### src/rtl/async_timer_bridge.sv
module async_timer_bridge #(
  parameter int W = 8
) (
  input  logic         sys_clk,
  input  logic         rst_n,
  input  logic         tmr_clk,
  input  logic         wr_en,
  input  logic [1:0]   wr_addr,
  input  logic [W-1:0] wr_data,
  output logic [W-1:0] count_o,
  output logic [2:0]   busy_o,
  output logic         cmp_flag_o,
  output logic         ovf_flag_o
);
  localparam logic [W-1:0] TOP = {W{1'b1}};

  logic [2:0]   tsamp;
  logic         tmr_rise;
  logic [W-1:0] hold_cnt, hold_cmp;
  logic [2:0]   hold_ctl;
  logic [2:0]   busy, half, wr_hit, done;
  logic [W-1:0] cnt, cmp;
  logic [2:0]   ctl;
  logic         cmpf, ovff;
  logic         tick, cmp_hit, ovf_hit, clr_wr;

  assign tmr_rise = tsamp[1] & ~tsamp[2];

  always_comb
    for (int i = 0; i < 3; i++)
      wr_hit[i] = wr_en && (wr_addr == i[1:0]) && !busy[i];

  assign done    = busy & half & {3{tmr_rise}};
  assign tick    = ctl[2] & (ctl[0] ? tmr_rise : 1'b1);
  assign cmp_hit = tick & ~busy[0] & ~busy[1] & (cnt == cmp);
  assign ovf_hit = tick & ~ctl[1] & (cnt == TOP);
  assign clr_wr  = wr_en && (wr_addr == 2'd3);

  always_ff @(posedge sys_clk or negedge rst_n)
    if (!rst_n) tsamp <= '0;
    else        tsamp <= {tsamp[1:0], tmr_clk};

  always_ff @(posedge sys_clk or negedge rst_n)
    if (!rst_n) begin
      busy <= '0;
      half <= '0;
    end else begin
      for (int i = 0; i < 3; i++)
        if (wr_hit[i]) begin
          busy[i] <= 1'b1;
          half[i] <= 1'b0;
        end else if (busy[i] && tmr_rise) begin
          if (half[i]) busy[i] <= 1'b0;
          else         half[i] <= 1'b1;
        end
    end

  always_ff @(posedge sys_clk or negedge rst_n)
    if (!rst_n) begin
      hold_cnt <= '0;
      hold_cmp <= '0;
      hold_ctl <= '0;
    end else begin
      if (wr_hit[0]) hold_cnt <= wr_data;
      if (wr_hit[1]) hold_cmp <= wr_data;
      if (wr_hit[2]) hold_ctl <= wr_data[2:0];
    end

  always_ff @(posedge sys_clk or negedge rst_n)
    if (!rst_n) begin
      cnt  <= '0;
      cmp  <= '0;
      ctl  <= '0;
      cmpf <= 1'b0;
      ovff <= 1'b0;
    end else begin
      if (done[0])                cnt <= hold_cnt;
      else if (cmp_hit && ctl[1]) cnt <= '0;
      else if (tick)              cnt <= cnt + 1'b1;
      if (done[1]) cmp <= hold_cmp;
      if (done[2]) ctl <= hold_ctl;
      cmpf <= cmp_hit | (cmpf & ~(clr_wr & wr_data[0]));
      ovff <= ovf_hit | (ovff & ~(clr_wr & wr_data[1]));
    end

  assign count_o    = cnt;
  assign busy_o     = busy;
  assign cmp_flag_o = cmpf;
  assign ovf_flag_o = ovff;
endmodule

### config.mk
export PLATFORM = sky130hd
export DESIGN_NAME = async_timer_bridge
export DESIGN_NICKNAME = d
export VERILOG_FILES = /design/src/rtl/async_timer_bridge.sv
export SDC_FILE = /design/constraint.sdc
export NUM_CORES = 1
export LEC_CHECK = 0
export BUFFER_PORTS_ARGS = -buffer_cell sky130_fd_sc_hd__buf_2
export CAP_MARGIN = 20
export CORE_UTILIZATION = 55
export CTS_CLUSTER_DIAMETER = 60
export CTS_CLUSTER_SIZE = 30
export DETAILED_ROUTE_END_ITERATION = 16
export MAX_ROUTING_LAYER = met4
export PLACE_DENSITY = 0.73
export SKIP_LAST_GASP = 1
export SLEW_MARGIN = 10
export SYNTH_ARGS = -nofsm -noshare
export SYNTH_HDL_FRONTEND = slang
export SYNTH_SLANG_ARGS = --single-unit
### constraint.sdc
create_clock -name sys_clk -period 2.78 [get_ports sys_clk]
set_input_delay 0.417 -clock sys_clk [delete_from_list [all_inputs] [get_ports sys_clk]]
set_output_delay 0.417 -clock sys_clk [all_outputs]
set_load 0.01 [all_outputs]
# Word-level counts from Yosys, hierarchy flattened
# Cells that the tools add are included.
[word_totals]
reg_bits = 49
out_inout_bits = 13
elab_cells = 86
[op_classes]
bitwise = 21
mux = 19
n_eq_ne = 5
reduce_logical = 25
n_addsub = 1
[ops]
columns = ["op", "n"]
rows = [
  ["$mux W8", 3],
  ["$mux W1", 16],
  ["$reduce_bool A2 Y1", 6],
  ["$and A1 B1 Y1", 11],
  ["$logic_and A1 B1 Y1", 11],
  ["$add A8 B1 Y8 const B", 1],
  ["$eq A8 B8 Y1", 1],
  ["$eq A8 B8 Y1 const B", 1],
  ["$and A3 B3 Y3", 2],
  ["$not A1 Y1", 6],
  ["$reduce_and A2 Y1", 3],
  ["$eq A2 B2 Y1 const B", 2],
  ["$logic_not A1 Y1", 3],
  ["$reduce_bool A3 Y1", 1],
  ["$eq A2 B1 Y1 const B", 1],
  ["$logic_not A2 Y1", 1],
  ["$or A1 B1 Y1", 2],
]

# Logic depth before layout (Yosys ltp)
[depth]
ltp_word = 10
ltp_mapped = 6
depth_no_buf = 5

# Worst setup path after synthesis
# OpenSTA, ideal clock, no wires.
[synth_timing]
path_type = "flip-flop to flip-flop"
from = "reg busy[0] (netlist: busy_o[0])"
to = "reg hold_cnt[0]"
slack_ps = 1279
arrival_time_ps = 1377
stages_incl_launch_ff = 3
synth_period_minus_slack_ps = 1501
path_cell_list = "dfrtp_1 > nor4b_4 > mux2_2"
[synth_via]
elab_chain_len = 2
[synth_rtl]
columns = ["item", "line_no", "source"]
rows = [
  ["from (decl)", "21", "logic [2:0] busy, half, wr_hit, done;"],
  ["from (signal assigned)", "45", "busy <= '0;"],
  ["from (signal, indexed assignment)", "50", "busy[i] <= 1'b1;"],
  ["from (signal, indexed assignment)", "53", "if (half[i]) busy[i] <= 1'b0;"],
  ["$logic_not A1 Y1", "31", "wr_hit[i] = wr_en && (wr_addr == i[1:0]) && !busy[i];"],
  ["$logic_and A1 B1 Y1", "31", ""],
  ["to (signal assigned)", "64", "if (wr_hit[0]) hold_cnt <= wr_data;"],
  ["to (decl)", "19", "logic [W-1:0] hold_cnt, hold_cmp;"],
]
# No other way between the ends.
# A chain may end at the register's enable or synchronous reset.

# Worst setup path after layout
[layout_timing]
from = "reg tsamp[1]"
to = "reg cnt[5] (netlist: count_o[5])"
[layout_via]
elab_chain_len = 9
elab_cells_between_ends = 11
cone_classes = "mux (3); bitwise (6); reduce/logical (2)"
[layout_rtl]
columns = ["item", "line_no", "source"]
rows = [
  ["from (decl)", "17", "logic [2:0] tsamp;"],
  ["from (signal assigned)", "41", "else tsamp <= {tsamp[1:0], tmr_clk};"],
  ["$and A1 B1 Y1 *", "27", "assign tmr_rise = tsamp[1] & ~tsamp[2];"],
  ["$mux W1", "34", "assign tick = ctl[2] & (ctl[0] ? tmr_rise : 1'b1);"],
  ["$and A1 B1 Y1", "34", ""],
  ["$and A1 B1 Y1 (3 in series)", "35", "assign cmp_hit = tick & ~busy[0] & ~busy[1] & (cnt == cmp);"],
  ["$logic_and A1 B1 Y1", "78", "else if (cmp_hit && ctl[1]) cnt <= '0;"],
  ["$mux W8", "78", ""],
  ["$mux W8", "77", "if (done[0]) cnt <= hold_cnt;"],
  ["to (signal assigned)", "77", ""],
  ["to (signal assigned)", "79", "else if (tick) cnt <= cnt + 1'b1;"],
  ["to (decl)", "22", "logic [W-1:0] cnt, cmp;"],
]
# Every way passes the cells marked *; elsewhere a longest branch is shown, timed or not.

==> report_table.html <==
<table>
<tr><th>Metric</th><th>Value</th></tr>
<tr><th colspan="2">Timing</th></tr>
<tr><td>Fmax</td><td>509 MHz</td></tr>
<tr><td>Worst clock skew on the final layout</td><td>0.00781 ns</td></tr>
<tr><td>Setup repair after global routing missed its margin</td><td>false</td></tr>
<tr><td>Worst Tran Pin Value</td><td>0.779 ns</td></tr>
<tr><td>Final period util</td><td>70.7%</td></tr>
<tr><td>Fin crit period</td><td>1.97 ns</td></tr>
<tr><td>Final setup TNS</td><td>0 ns</td></tr>
<tr><td>Final setup fails</td><td>0</td></tr>
<tr><td>Worst Slack Setup Final</td><td>0.814 ns</td></tr>
<tr><td>Count of pins over their slew limit</td><td>0</td></tr>
<tr><td>Worst slew margin</td><td>47.8%</td></tr>
<tr><td>Hold violation total from the final report</td><td>0</td></tr>
<tr><th colspan="2">Yosys</th></tr>
<tr><td>Post-Syn Nets</td><td>181</td></tr>
<tr><td>Number of flops mapped to enable cells by yosys</td><td>0</td></tr>
<tr><td>FFs w/ async S/R, synth</td><td>100%</td></tr>
<tr><td>Sequential area share after synthesis</td><td>56.5%</td></tr>
<tr><td>Dominant synthesized flop cell</td><td>sky130_fd_sc_hd__dfrtp_1</td></tr>
<tr><td>Yosys top cell area share</td><td>56.5%</td></tr>
<tr><td>Post-synth design cell area</td><td>2170 sq um</td></tr>
<tr><td>Post-Synthesis Cells</td><td>166</td></tr>
<tr><td>Synth cell types</td><td>33</td></tr>
<tr><td>Synthesized area divided by synthesized cell count</td><td>13.1 sq um</td></tr>
<tr><td>Flop and latch count out of synthesis</td><td>49</td></tr>
<tr><td>Total of warnings raised by yosys</td><td>0</td></tr>
<tr><td>Dominant cell type by area after synthesis</td><td>sky130_fd_sc_hd__dfrtp_1</td></tr>
<tr><td>Top cells by area in the synthesized netlist</td><td>sky130_fd_sc_hd__dfrtp_1 56%, sky130_fd_sc_hd__mux2_2 16%, sky130_fd_sc_hd__xnor2_1 5.6%, sky130_fd_sc_hd__a211oi_1 3.1%, sky130_fd_sc_hd__nand3_1 1.4%</td></tr>
<tr><th colspan="2">Global route</th></tr>
<tr><td>Maximum number of pins on one net before global-route repair</td><td>50</td></tr>
<tr><td>Initial antenna violation count</td><td>0</td></tr>
<tr><td>Most heavily used metal layer in global routing</td><td>met2</td></tr>
<tr><td>Via count of the first global-routing pass</td><td>1452</td></tr>
<tr><td>Met3 global-route usage</td><td>5.99%</td></tr>
<tr><td>Global-route usage over all layers</td><td>25.0%</td></tr>
<tr><td>Global-route track usage on met2</td><td>38.2%</td></tr>
<tr><td>First-pass GRT wire length</td><td>7400 um</td></tr>
<tr><td>Remaining global-route overflow</td><td>0</td></tr>
<tr><td>Met1 Track Usage GR</td><td>32.6%</td></tr>
<tr><th colspan="2">Floorplan</th></tr>
<tr><td>Total die area</td><td>4200 sq um</td></tr>
<tr><td>Starting Density</td><td>58.5%</td></tr>
<tr><td>Core box area</td><td>3720 sq um</td></tr>
<tr><td>I/O pin count</td><td>27</td></tr>
<tr><td>Floorplan row count</td><td>22</td></tr>
<tr><td>Die Ht</td><td>64.8 um</td></tr>
<tr><td>Horiz. Die Dim</td><td>64.8 um</td></tr>
<tr><th colspan="2">Layout</th></tr>
<tr><td>Area added between synthesis and finish</td><td>13.9%</td></tr>
<tr><td>Non-Filler Cell Area, Final</td><td>2470 sq um</td></tr>
<tr><td>Ratio of cells with drive above 1 in the final layout</td><td>36.5%</td></tr>
<tr><td>Antenna Diode Count</td><td>0</td></tr>
<tr><td>Utilization of the core after routing</td><td>66.6%</td></tr>
<tr><td>Nets</td><td>211</td></tr>
<tr><td>Fill count</td><td>283</td></tr>
<tr><th colspan="2">Detailed routing</th></tr>
<tr><td>Number of nets with antenna violations after detailed routing</td><td>0</td></tr>
<tr><td>DRC violations left</td><td>0</td></tr>
<tr><td>Via density per instance</td><td>5.71</td></tr>
<tr><td>TritonRoute pass-1 iters</td><td>6</td></tr>
<tr><td>Vias</td><td>1398</td></tr>
<tr><td>Routed wire length</td><td>4370 um</td></tr>
<tr><td>Wire length per cell after detailed routing</td><td>17.8 um</td></tr>
<tr><td>Number of DRC violations after detailed-routing iteration 0</td><td>118</td></tr>
<tr><th colspan="2">Placement</th></tr>
<tr><td>DP Worst Slack</td><td>0.863 ns</td></tr>
<tr><td>DPL Wire Length</td><td>3100 um</td></tr>
<tr><td>RePlAce Congestion</td><td>0.822</td></tr>
<tr><td>Port-buffer cells</td><td>26</td></tr>
<tr><td>Instance area after placement</td><td>2350 sq um</td></tr>
<tr><th colspan="2">Critical path</th></tr>
<tr><td>CP Class</td><td>reg2reg</td></tr>
<tr><td>Element type at the critical path start</td><td>register</td></tr>
<tr><td>Critical Path Fanout Max</td><td>15</td></tr>
<tr><td>Kind of end point of the critical path</td><td>register</td></tr>
<tr><td>Worst path arrival time</td><td>2.13 ns</td></tr>
<tr><td>Required time reported for the critical path endpoint</td><td>2.94 ns</td></tr>
<tr><th colspan="2">Clock tree</th></tr>
<tr><td>CTS-repair resized insts</td><td>0</td></tr>
<tr><td>CTS clk-pin slew, worst paths</td><td>0.10 ns</td></tr>
<tr><td>Insertion delay of the later-clocked pin in the worst-skew pair</td><td>0.31 ns</td></tr>
<tr><td>TritonCTS Buffers</td><td>5</td></tr>
<tr><td>CTS H-Tree Depth</td><td>2</td></tr>
<tr><td>Clock tree from TritonCTS</td><td>done</td></tr>
<tr><td>Hold bufs inserted after CTS</td><td>0</td></tr>
<tr><td>Root buffer selected by CTS</td><td>sky130_fd_sc_hd__clkbuf_8</td></tr>
<tr><td>Sinks on the clock net</td><td>49</td></tr>
<tr><td>Number of buffers between clock root and the deepest sink</td><td>2</td></tr>
<tr><td>Post-CTS Setup Inserts</td><td>0</td></tr>
<tr><th colspan="2">Power</th></tr>
<tr><td>PD cells</td><td>1080 nW/um^2</td></tr>
<tr><td>IR Drop Worst-Case VDD</td><td>0.511 mV</td></tr>
<tr><td>Total leakage power</td><td>1.10 nW</td></tr>
<tr><th colspan="2">Run status</th></tr>
<tr><td>Run status</td><td>completed</td></tr>
<tr><th colspan="2">Flow run</th></tr>
<tr><td>Max Cap Violations</td><td>0</td></tr>
<tr><th colspan="2">Worst hold path</th></tr>
<tr><td>Type of the most critical hold path</td><td>in2async</td></tr>
</table>
==> cells by family (layout without fill, tap and decap cells) <==
group	Yosys count	in the layout	synth area share (%)
mux	31	31	16.0
compound gates	25	25	9.33
fa+ha+maj	1	1	0.576
buf+inv	13	44	2.48
flops	49	49	56.5
xor+xnor	15	15	6.05
simple gates	32	32	9.10
==> cell usage after synthesis, drive strengths merged (2+ instances only) <==
cell type,number
a211oi,10
a21o,4
a21oi,2
buf,3
clkbuf,2
dfrtp,49
inv,8
mux2,30
nand2,6
nand3,6
nand4,4
nor2,8
nor3,2
o21ai,4
xnor2,14
==> cells in the final DEF, fill, tap and decap left out <==
| cell type | count |
|---|---|
| sky130_fd_sc_hd__nor4_4 | 1 |
| sky130_fd_sc_hd__xnor2_1 | 14 |
| sky130_fd_sc_hd__a41oi_1 | 1 |
| sky130_fd_sc_hd__and3_1 | 1 |
| sky130_fd_sc_hd__nand2_1 | 6 |
| sky130_fd_sc_hd__clkinvlp_4 | 1 |
| sky130_fd_sc_hd__o21ai_0 | 3 |
| sky130_fd_sc_hd__nor4bb_2 | 1 |
| sky130_fd_sc_hd__o31ai_1 | 1 |
| sky130_fd_sc_hd__inv_1 | 8 |
| sky130_fd_sc_hd__a21o_1 | 4 |
| sky130_fd_sc_hd__dfrtp_1 | 49 |
| sky130_fd_sc_hd__clkbuf_8 | 5 |
| sky130_fd_sc_hd__inv_6 | 2 |
| sky130_fd_sc_hd__o21ai_1 | 1 |
| sky130_fd_sc_hd__mux2_2 | 30 |
| sky130_fd_sc_hd__xor2_1 | 1 |
| sky130_fd_sc_hd__nand4_2 | 1 |
| sky130_fd_sc_hd__a21oi_1 | 2 |
| sky130_fd_sc_hd__buf_16 | 1 |
| sky130_fd_sc_hd__a211oi_1 | 9 |
| sky130_fd_sc_hd__nand4_1 | 3 |
| sky130_fd_sc_hd__a41o_1 | 1 |
| sky130_fd_sc_hd__nor2_1 | 8 |
| sky130_fd_sc_hd__ha_1 | 1 |
| sky130_fd_sc_hd__a2111oi_4 | 1 |
| sky130_fd_sc_hd__mux2i_1 | 1 |
| sky130_fd_sc_hd__buf_4 | 1 |
| sky130_fd_sc_hd__nand2b_1 | 1 |
| sky130_fd_sc_hd__o2111ai_1 | 1 |
| sky130_fd_sc_hd__nand3_1 | 6 |
| sky130_fd_sc_hd__nor3_1 | 2 |
| sky130_fd_sc_hd__buf_2 | 26 |
| sky130_fd_sc_hd__a211oi_2 | 1 |
| sky130_fd_sc_hd__nor2b_1 | 1 |
| sky130_fd_sc_hd__nor4b_4 | 1 |
==> per-layer routing <==
metal  wire length (um)  share of wire, %
met5                  0                 0
met1               1990                45
met4                 95               2.2
met2               2110                48
met3                178               4.1
==> where the power goes <==
part | total (mW) | switching (mW) | internal [mW]
logic | 0.861 | 0.378 | 0.482
clock network | 0.441 | 0.258 | 0.184
registers | 1.37 | 0.332 | 1.04
total | 2.67 | 0.967 | 1.71
==> registers in the layout, summed over array words and instances, names as in the netlist <==
signal      flops
count_o         8
hold_cmp        8
ctl             3
cmp             8
hold_ctl        3
busy_o          3
ovf_flag_o      1
tsamp           3
hold_cnt        8
cmp_flag_o      1
half            3
==> final timing paths <==
check / start / end / slack [ns] / cells after the start
setup reg to reg: tsamp[1] / count_o[5] / 0.81 / 4
hold / removal: rst_n / hold_ctl[0] / 0.08 / 1
setup / recovery: tsamp[1] / count_o[5] / 0.81 / 4
min in group sys_clk: tmr_clk / tsamp[0] / 0.21 / 1
max in group asynchronous: rst_n / cmp[7] / 2.19 / 2
hold reg to reg: tsamp[0] / tsamp[1] / 0.36 / 0
==> final cells by class <==
class	count	area, sq um	share of cell area [%]
Sequential cell	49	1230	49.6
Multi-Input combinational cell	104	898	36.3
Timing Repair Buffer	28	165	6.68
Clock buffer	5	68.8	2.78
Tap cell	48	60.1	2.43
Inverter	8	30.0	1.21
Clock inverter	3	25.0	1.01
==> critical path, cell delays in order, from the launching register on <==
cell                       delay, ns
sky130_fd_sc_hd__dfrtp_1        0.37
sky130_fd_sc_hd__nor2b_1        0.49
sky130_fd_sc_hd__nand3_1        0.59
sky130_fd_sc_hd__nor2_1         0.29
sky130_fd_sc_hd__a211oi_1       0.08
==> per-stage QoR <==
stage / std cells / power (mW) / hold WS (ns)
6_report: 245 / 2.67 / 0.0832
5_1_grt: 245 / 2.84 / 0.116
4_1_cts: 244 / 2.68 / 0.205
3_5_place_dp: 236 / 2.23 / 0.341
3_3_place_gp: 236 / 2.18 / 0.353
2_1_floorplan: 166 / 1.94 / 0.121
Power figures use the tool's default switching activity.
